`config.mk`:
```
export PLATFORM = sky130hd
export DESIGN_NAME = spi_rx_queue
export DESIGN_NICKNAME = d
export VERILOG_FILES = /design/src/rtl/spi_rxq_pkg.sv /design/src/rtl/rxq_rd_decode.sv /design/src/rtl/rxq_store.sv /design/src/rtl/rxq_ctrl.sv /design/src/rtl/rxq_flags.sv /design/src/rtl/spi_rx_queue.sv
export SDC_FILE = /design/constraint.sdc
export NUM_CORES = 1
export LEC_CHECK = 0
export ABC_AREA = 1
export BUFFER_PORTS_ARGS = -buffer_cell sky130_fd_sc_hd__buf_2
export CAP_MARGIN = 20
export CORE_ASPECT_RATIO = 0.75
export CORE_UTILIZATION = 55
export CTS_CLUSTER_SIZE = 40
export DETAILED_ROUTE_END_ITERATION = 10
export HOLD_SLACK_MARGIN = 0.02
export MAX_ROUTING_LAYER = met4
export PLACE_DENSITY = 0.84
export SLEW_MARGIN = 20
export SYNTH_ARGS = -nofsm -noshare
export SYNTH_HDL_FRONTEND = slang
export SYNTH_SLANG_ARGS = --single-unit
```
`constraint.sdc`:
```
create_clock -name clk -period 14 [get_ports clk]
set_clock_uncertainty 0.2 [all_clocks]
set_input_delay 3.5 -clock clk [delete_from_list [all_inputs] [get_ports clk]]
set_output_delay 3.5 -clock clk [all_outputs]
set_load 0.005 [all_outputs]
```
`src/rtl/spi_rxq_pkg.sv`:
```
package spi_rxq_pkg;

    localparam int BYTE_W     = 8;
    localparam int WORD_BYTES = 2;
    localparam int WORD_W     = BYTE_W * WORD_BYTES;

    typedef logic [BYTE_W-1:0] byte_t;
    typedef logic [WORD_W-1:0] word_t;

    // Width of one queue entry
    typedef enum logic {
        WIDTH_8  = 1'b0,
        WIDTH_16 = 1'b1
    } width_e;

    // Which data register the bus is reading this cycle
    typedef enum logic [1:0] {
        SEL_NONE = 2'd0,
        SEL_HI   = 2'd1,
        SEL_LO   = 2'd2
    } rd_sel_e;

    // Decoded read request handed to the control path
    typedef struct packed {
        rd_sel_e sel;
        logic    pop;
        logic    mark_hi;
        logic    clear_hi;
    } rd_dec_t;

    // Entry write request handed to the storage
    typedef struct packed {
        logic   en;
        width_e width;
        word_t  data;
    } wr_req_t;

    // Bytes that one entry occupies
    function automatic int unsigned entry_bytes(width_e w);
        return (w == WIDTH_16) ? WORD_BYTES : 1;
    endfunction

    // Watermark level in bytes for a select value
    function automatic int unsigned watermark_bytes(logic sel, int unsigned lvl0, int unsigned lvl1);
        return sel ? lvl1 : lvl0;
    endfunction

endpackage

```
`src/rtl/rxq_rd_decode.sv`:
```
module rxq_rd_decode
    import spi_rxq_pkg::*;
(
    input  width_e  width,
    input  logic    rd_hi,
    input  logic    rd_lo,
    input  logic    has_entry,
    input  logic    hi_seen,
    output rd_dec_t dec
);

    logic hi_act;
    logic lo_act;

    // A high-register strobe masks a simultaneous low-register strobe
    assign hi_act = rd_hi;
    assign lo_act = rd_lo & ~rd_hi;

    always_comb begin
        dec = '{sel: SEL_NONE, pop: 1'b0, mark_hi: 1'b0, clear_hi: 1'b0};
        if (has_entry) begin
            if (hi_act) begin
                dec.sel = SEL_HI;
            end else if (lo_act) begin
                dec.sel = SEL_LO;
            end
        end
        if (width == WIDTH_16) begin
            dec.pop     = lo_act & has_entry & hi_seen;
            dec.mark_hi = hi_act & has_entry;
        end else begin
            dec.pop     = lo_act & has_entry;
            dec.mark_hi = 1'b0;
        end
        dec.clear_hi = dec.pop | (width != WIDTH_16);
    end

endmodule

```
`src/rtl/rxq_store.sv`:
```
module rxq_store
    import spi_rxq_pkg::*;
#(
    parameter int DEPTH = 8,
    localparam int PTR_W = $clog2(DEPTH)
) (
    input  logic             clk,
    input  logic             rst,
    input  wr_req_t          wr,
    input  logic [PTR_W-1:0] wr_ptr,
    input  logic [PTR_W-1:0] rd_ptr,
    output byte_t            head_b0,
    output byte_t            head_b1
);

    byte_t            slots [DEPTH];
    logic [PTR_W-1:0] wr_ptr_nx;
    logic [PTR_W-1:0] rd_ptr_nx;
    byte_t            hi_byte;
    byte_t            lo_byte;

    assign wr_ptr_nx = wr_ptr + PTR_W'(1);
    assign rd_ptr_nx = rd_ptr + PTR_W'(1);
    assign hi_byte   = wr.data[WORD_W-1:BYTE_W];
    assign lo_byte   = wr.data[BYTE_W-1:0];

    // One register per byte slot; a 16-bit entry fills two neighbouring slots
    for (genvar i = 0; i < DEPTH; i++) begin : g_slot
        byte_t slot_q;
        logic  hit_first;
        logic  hit_second;

        assign hit_first  = (wr_ptr == PTR_W'(i));
        assign hit_second = (wr.width == WIDTH_16) && (wr_ptr_nx == PTR_W'(i));

        always_ff @(posedge clk) begin
            if (rst) begin
                slot_q <= '0;
            end else if (wr.en) begin
                if (hit_first) begin
                    slot_q <= (wr.width == WIDTH_16) ? hi_byte : lo_byte;
                end else if (hit_second) begin
                    slot_q <= lo_byte;
                end
            end
        end

        assign slots[i] = slot_q;
    end

    assign head_b0 = slots[rd_ptr];
    assign head_b1 = slots[rd_ptr_nx];

endmodule

```
`src/rtl/rxq_ctrl.sv`:
```
module rxq_ctrl
    import spi_rxq_pkg::*;
#(
    parameter int DEPTH = 8,
    localparam int PTR_W = $clog2(DEPTH),
    localparam int CNT_W = $clog2(DEPTH + 1)
) (
    input  logic             clk,
    input  logic             rst,
    input  logic             fifo_en,
    input  width_e           width,
    input  logic             rx_valid,
    input  word_t            rx_data,
    input  rd_dec_t          dec,
    output wr_req_t          wr,
    output logic [PTR_W-1:0] wr_ptr,
    output logic [PTR_W-1:0] rd_ptr,
    output logic [CNT_W-1:0] count,
    output logic             has_entry,
    output logic             hi_seen,
    output logic             overflow
);

    localparam int SUM_W = CNT_W + 1;

    logic [CNT_W-1:0] unit;
    logic             fits;
    logic             accept;
    logic             drop;
    logic [CNT_W-1:0] add_n;
    logic [CNT_W-1:0] sub_n;

    assign unit      = CNT_W'(entry_bytes(width));
    assign has_entry = (count >= unit);

    // Room is judged on the occupancy held before any pop in this cycle
    assign fits   = (SUM_W'(count) + SUM_W'(unit)) <= SUM_W'(DEPTH);
    assign accept = fifo_en & rx_valid & fits;
    assign drop   = fifo_en & rx_valid & ~fits;
    assign add_n  = accept  ? unit : '0;
    assign sub_n  = dec.pop ? unit : '0;

    assign wr = '{en: accept, width: width, data: rx_data};

    always_ff @(posedge clk) begin
        if (rst) begin
            wr_ptr   <= '0;
            rd_ptr   <= '0;
            count    <= '0;
            hi_seen  <= 1'b0;
            overflow <= 1'b0;
        end else if (!fifo_en) begin
            wr_ptr  <= '0;
            rd_ptr  <= '0;
            count   <= '0;
            hi_seen <= 1'b0;
        end else begin
            wr_ptr <= wr_ptr + PTR_W'(add_n);
            rd_ptr <= rd_ptr + PTR_W'(sub_n);
            count  <= count + add_n - sub_n;
            if (dec.clear_hi) begin
                hi_seen <= 1'b0;
            end else if (dec.mark_hi) begin
                hi_seen <= 1'b1;
            end
            if (drop) begin
                overflow <= 1'b1;
            end
        end
    end

endmodule

```
`src/rtl/rxq_flags.sv`:
```
module rxq_flags
    import spi_rxq_pkg::*;
#(
    parameter int DEPTH    = 8,
    parameter int LVL0_BYTES = 6,
    parameter int LVL1_BYTES = 4,
    localparam int CNT_W   = $clog2(DEPTH + 1)
) (
    input  logic             fifo_en,
    input  logic             thr_sel,
    input  logic [CNT_W-1:0] count,
    output logic             rx_empty,
    output logic             near_full
);

    logic [CNT_W-1:0] level;

    assign level     = CNT_W'(watermark_bytes(thr_sel, LVL0_BYTES, LVL1_BYTES));
    assign rx_empty  = fifo_en & (count == '0);
    assign near_full = fifo_en & (count >= level);

endmodule

```
`src/rtl/spi_rx_queue.sv`:
```
module spi_rx_queue
    import spi_rxq_pkg::*;
#(
    parameter int DEPTH_BYTES = 8,
    parameter int LVL0_BYTES  = 6,
    parameter int LVL1_BYTES  = 4
) (
    input  logic        clk,
    input  logic        rst,
    input  logic        fifo_en,
    input  logic        wide,
    input  logic        thr_sel,
    input  logic        rx_valid,
    input  logic [15:0] rx_data,
    input  logic        rd_hi,
    input  logic        rd_lo,
    output logic [7:0]  rd_data,
    output logic        rx_empty,
    output logic        near_full,
    output logic        overflow
);

    localparam int PTR_W = $clog2(DEPTH_BYTES);
    localparam int CNT_W = $clog2(DEPTH_BYTES + 1);

    width_e           width;
    rd_dec_t          dec;
    wr_req_t          wr;
    logic [PTR_W-1:0] wr_ptr;
    logic [PTR_W-1:0] rd_ptr;
    logic [CNT_W-1:0] count;
    logic             has_entry;
    logic             hi_seen;
    byte_t            head_b0;
    byte_t            head_b1;

    assign width = wide ? WIDTH_16 : WIDTH_8;

    rxq_rd_decode u_dec (
        .width     (width),
        .rd_hi     (rd_hi),
        .rd_lo     (rd_lo),
        .has_entry (has_entry),
        .hi_seen   (hi_seen),
        .dec       (dec)
    );

    rxq_ctrl #(.DEPTH(DEPTH_BYTES)) u_ctrl (
        .clk       (clk),
        .rst       (rst),
        .fifo_en   (fifo_en),
        .width     (width),
        .rx_valid  (rx_valid),
        .rx_data   (rx_data),
        .dec       (dec),
        .wr        (wr),
        .wr_ptr    (wr_ptr),
        .rd_ptr    (rd_ptr),
        .count     (count),
        .has_entry (has_entry),
        .hi_seen   (hi_seen),
        .overflow  (overflow)
    );

    rxq_store #(.DEPTH(DEPTH_BYTES)) u_store (
        .clk     (clk),
        .rst     (rst),
        .wr      (wr),
        .wr_ptr  (wr_ptr),
        .rd_ptr  (rd_ptr),
        .head_b0 (head_b0),
        .head_b1 (head_b1)
    );

    rxq_flags #(
        .DEPTH      (DEPTH_BYTES),
        .LVL0_BYTES (LVL0_BYTES),
        .LVL1_BYTES (LVL1_BYTES)
    ) u_flags (
        .fifo_en   (fifo_en),
        .thr_sel   (thr_sel),
        .count     (count),
        .rx_empty  (rx_empty),
        .near_full (near_full)
    );

    // Byte presented to the bus for the active strobe
    always_comb begin
        unique case (dec.sel)
            SEL_HI:  rd_data = (width == WIDTH_16) ? head_b0 : '0;
            SEL_LO:  rd_data = (width == WIDTH_16) ? head_b1 : head_b0;
            default: rd_data = '0;
        endcase
    end

endmodule

```
==> results.txt <==
The finished cells cover 0.00605 mm^2. Measured along the y axis, the die boundary spans 90.2 um. The worst supply voltage drop on vdd is 0.0557 mV. The number of buffers on the longest clock path is 2. The area growth from synthesis to layout is 5.98%. The critical path arrival came out at 5890 ps. Setup repair after global routing left no endpoint under its margin. The worst slew margin relative to its limit came out at 0.330. The proportion of total power due to net switching is 0.288. The DRC violation count after routing is 0. The congestion estimate from routability-driven global placement came to 0.921. The routed wire length on met3 is 2.44 mm. The share of total power dissipated in sequential elements is 0.413. The number of violations of the max-capacitance limit came out at 0. The worst hold path begins at u_ctrl.overflow. The power density over the cells is 90.5 mW/mm^2. The maximum clock frequency is 0.104 GHz. Entering global routing, the biggest net connects 78 pins. In this run the register-to-register setup slack is 10490 ps.

The first element of the critical path is wide. The worst setup path is of the in -> out kind. The number of hold buffers added after CTS was 0.

The tree is rooted in a sky130_fd_sc_hd__clkbuf_16. The number of storage elements in the synthesis netlist is 76. The clock transition at the registers of the reported paths is 60 ps.

TritonCTS built the clock tree. Yosys mapped a number of flops with a built-in enable equal to 0. The clock network fraction of total power is 0.434. The final worst-path cycle share came out at 0.685. The number of global-route vias before repair came out at 5247. The final count of hold timing violations is 0. The total via count after detailed routing came out at 6128. In this run the critical register-to-register path is launched from u_ctrl.count[0].

For the final routed database, the setup TNS stands at 0 ps. The total clock sinks is 76. The global-route wire length before repair came out at 27.6 mm. The violation count after the first detailed-route iteration came out at 881. The analysis attributes to cell leakage a power of 2.98 nW. For this block, wires on met1 add up to 7.75 mm. The average cell area after synthesis came out at 5.91 um^2. After synthesis the cells add up to 0.00571 mm^2.

The proportion of layout cells with a drive suffix above 1 is 0.0721. The clock period could shrink to 9590 ps. After detailed routing, no signal wire sits above met4. In this run the worst hold path is classified as reg -> reg. The number of nets in the synthesized netlist is 1012.

Prior to clock tree synthesis, the placed netlist has a worst setup slack of 4430 ps. The count of final max-slew check failures came out at 0. The overall fraction of global-route tracks in use came out at 0.341.

The post-detailed-route via-to-cell ratio is 5.56. The die footprint came out at 0.0108 mm^2. The number of I/O pins is 35.

The yosys synthesis warning count is 0. The run finished with clean final reports. The tightest hold path in the finished design has a slack of 269 ps.

Including well taps, the total number of placed cells is 1087. The combinational share of power came out at 0.153. The width of the die came out at 120 um.

During placement, the flow inserted port buffers numbering 34. Once detailed placement completed, the half-perimeter wirelength came to 11.7 mm. The initial antenna violation count came out at 0. The count of nets after finishing is 1012.

The H-tree depth is 3. The number of cells in the finished layout apart from fillers came out at 1103. The final routed wire length divided by cell count came out at 15.8 um. The site row count is 31. In the synthesized netlist the dominant register cell turns out to be sky130_fd_sc_hd__dfxtp_1. The count of TritonRoute iterations in the first routing pass is 6.

The core occupancy in the finished layout came out at 0.614. The total area inside the core boundary comes to 0.00985 mm^2. After synthesis, the share of flip-flops with an asynchronous set or reset is 0. The post-CTS resize count came out at 0.

The completed layout was analyzed and its total power is 0.548 mW. In this run the remaining antenna-violating nets after routing total 0. The required time at the worst-slack endpoint is 10300 ps. Along the worst path, the maximum fanout reaches 33. The internal power component came out at 0.390 mW. The setup slack after layout is 4410 ps. The measured slew at the worst slew-check pin is 998 ps.

The part of the Yosys area used for sequential elements is 0.266. The aggregate routed wire length came out at 17.5 mm. TritonCTS created 9 clock buffers.

The final count of negative-setup-slack endpoints is 0. The overflow left after global routing came out at 0. The clock latency on the worst-skew pair is 350 ps. After detailed routing, the met2 layer carries 6.88 mm of wire. The area after detailed placement came out at 0.00576 mm^2. Synthesis produced a netlist whose cell count is 966. The kind of launch point of the worst setup path is an input port. Once the clock tree was built, the setup fixing pass inserted 0 buffers.

STA classifies the critical path endpoint as an output pin. The starting utilization of the core area came out at 0.580. For this design the total switching power over the nets is 0.158 mW. The number of antenna diodes in the final layout is 0. After synthesis, the netlist uses 32 different library cells.
critical path: stages:
cell and delay, ps:
sky130_fd_sc_hd__buf_2 490, sky130_fd_sc_hd__clkinv_1 500, sky130_fd_sc_hd__ha_1 410, sky130_fd_sc_hd__inv_1 80, sky130_fd_sc_hd__nand2_1 60, sky130_fd_sc_hd__nand2_1 50
sky130_fd_sc_hd__nand2_1 60, sky130_fd_sc_hd__nand3_1 80, sky130_fd_sc_hd__clkinv_1 230, sky130_fd_sc_hd__o21ai_0 220, sky130_fd_sc_hd__nand2_1 70, sky130_fd_sc_hd__buf_2 120
cell type report:
type,instances,area (um^2)
multi-input cells,725,3440
inverters,118,443
repair buffers,36,185
fillers,1007,3800
flip-flops and latches,76,1520
clock inverters,4,48.8
clock buffers,12,246
well taps,132,165
power by group through the flow:
stage,Combinational (mW),Sequential [mW],Clock [mW]
3_3_place_gp,0.0792,0.231,0
2_1_floorplan,0.0598,0.229,0
5_1_grt,0.0935,0.227,0.245
3_5_place_dp,0.0803,0.231,0
6_report,0.0836,0.226,0.238
4_1_cts,0.0812,0.226,0.237
sequential cells by signal (all words and copies together), names as in the netlist:
signal                 count
u_store.g_slot.slot_q     64
u_ctrl.count               4
u_ctrl.rd_ptr              3
u_ctrl.wr_ptr              3
u_ctrl.hi_seen             1
u_ctrl.overflow            1
worst paths after layout:
path / cells past startpoint / endpoint
setup / recovery: 12 / rd_data[2]
hold / removal: 2 / u_ctrl.overflow
setup reg to reg: 15 / u_ctrl.count[3]
hold reg to reg: 2 / u_ctrl.overflow
layer usage:
metal / vias to the layer above / GRT usage
met1: 2697 / 0.490
met3: 33 / 0.0926
li1: 3044 / -
met4: 0 / 0.113
met2: 354 / 0.454
met5: - / -
cell usage in the layout, fill, tap and decap left out, types with 2 or more instances in the layout:
cell and n:
sky130_fd_sc_hd__a21oi_1 68, sky130_fd_sc_hd__buf_2 34, sky130_fd_sc_hd__buf_4 2, sky130_fd_sc_hd__clkbuf_1 2, sky130_fd_sc_hd__clkbuf_16 9, sky130_fd_sc_hd__clkinv_1 5, sky130_fd_sc_hd__clkinv_2 2, sky130_fd_sc_hd__dfxtp_1 75
sky130_fd_sc_hd__fa_1 5, sky130_fd_sc_hd__ha_1 17, sky130_fd_sc_hd__inv_1 110, sky130_fd_sc_hd__inv_2 3, sky130_fd_sc_hd__nand2_1 278, sky130_fd_sc_hd__nand3_1 43, sky130_fd_sc_hd__nand4_2 6, sky130_fd_sc_hd__nand4_4 2
sky130_fd_sc_hd__nor2_1 146, sky130_fd_sc_hd__nor2_2 2, sky130_fd_sc_hd__o21ai_0 135, sky130_fd_sc_hd__o21ai_1 10, sky130_fd_sc_hd__o21bai_2 2, sky130_fd_sc_hd__xor2_1 2
synth_stat cells, types with 2 or more instances:
library cell	n	area, um^2
sky130_fd_sc_hd__dfxtp_1	76	1520
sky130_fd_sc_hd__nand2_1	278	1040
sky130_fd_sc_hd__xor2_1	2	17.5
sky130_fd_sc_hd__clkinv_1	5	18.8
sky130_fd_sc_hd__fa_1	5	100
sky130_fd_sc_hd__nor2_1	146	548
sky130_fd_sc_hd__clkbuf_1	17	63.8
sky130_fd_sc_hd__nor2_2	2	12.5
sky130_fd_sc_hd__clkbuf_8	6	82.6
sky130_fd_sc_hd__nand4_4	2	42.5
sky130_fd_sc_hd__ha_1	17	213
sky130_fd_sc_hd__inv_2	3	11.3
sky130_fd_sc_hd__o21ai_1	10	50.1
sky130_fd_sc_hd__nand4_2	6	75.1
sky130_fd_sc_hd__buf_2	16	80.1
sky130_fd_sc_hd__a21oi_1	68	340
sky130_fd_sc_hd__inv_1	110	413
sky130_fd_sc_hd__o21ai_0	135	676
sky130_fd_sc_hd__o21bai_2	2	22.5
sky130_fd_sc_hd__nand3_1	43	215
sky130_fd_sc_hd__buf_6	6	67.6
cells by family after synthesis:
family / Yosys count / share of synthesized area
adder cells (fa/ha/maj): 22 / 0.0548
buffers and inverters: 165 / 0.131
flip-flops: 76 / 0.266
AND/OR/NAND/NOR: 483 / 0.348
XOR/XNOR: 4 / 0.00745
AO/OA/AOI/OAI: 216 / 0.192
(Power assumes the default switching activity.)
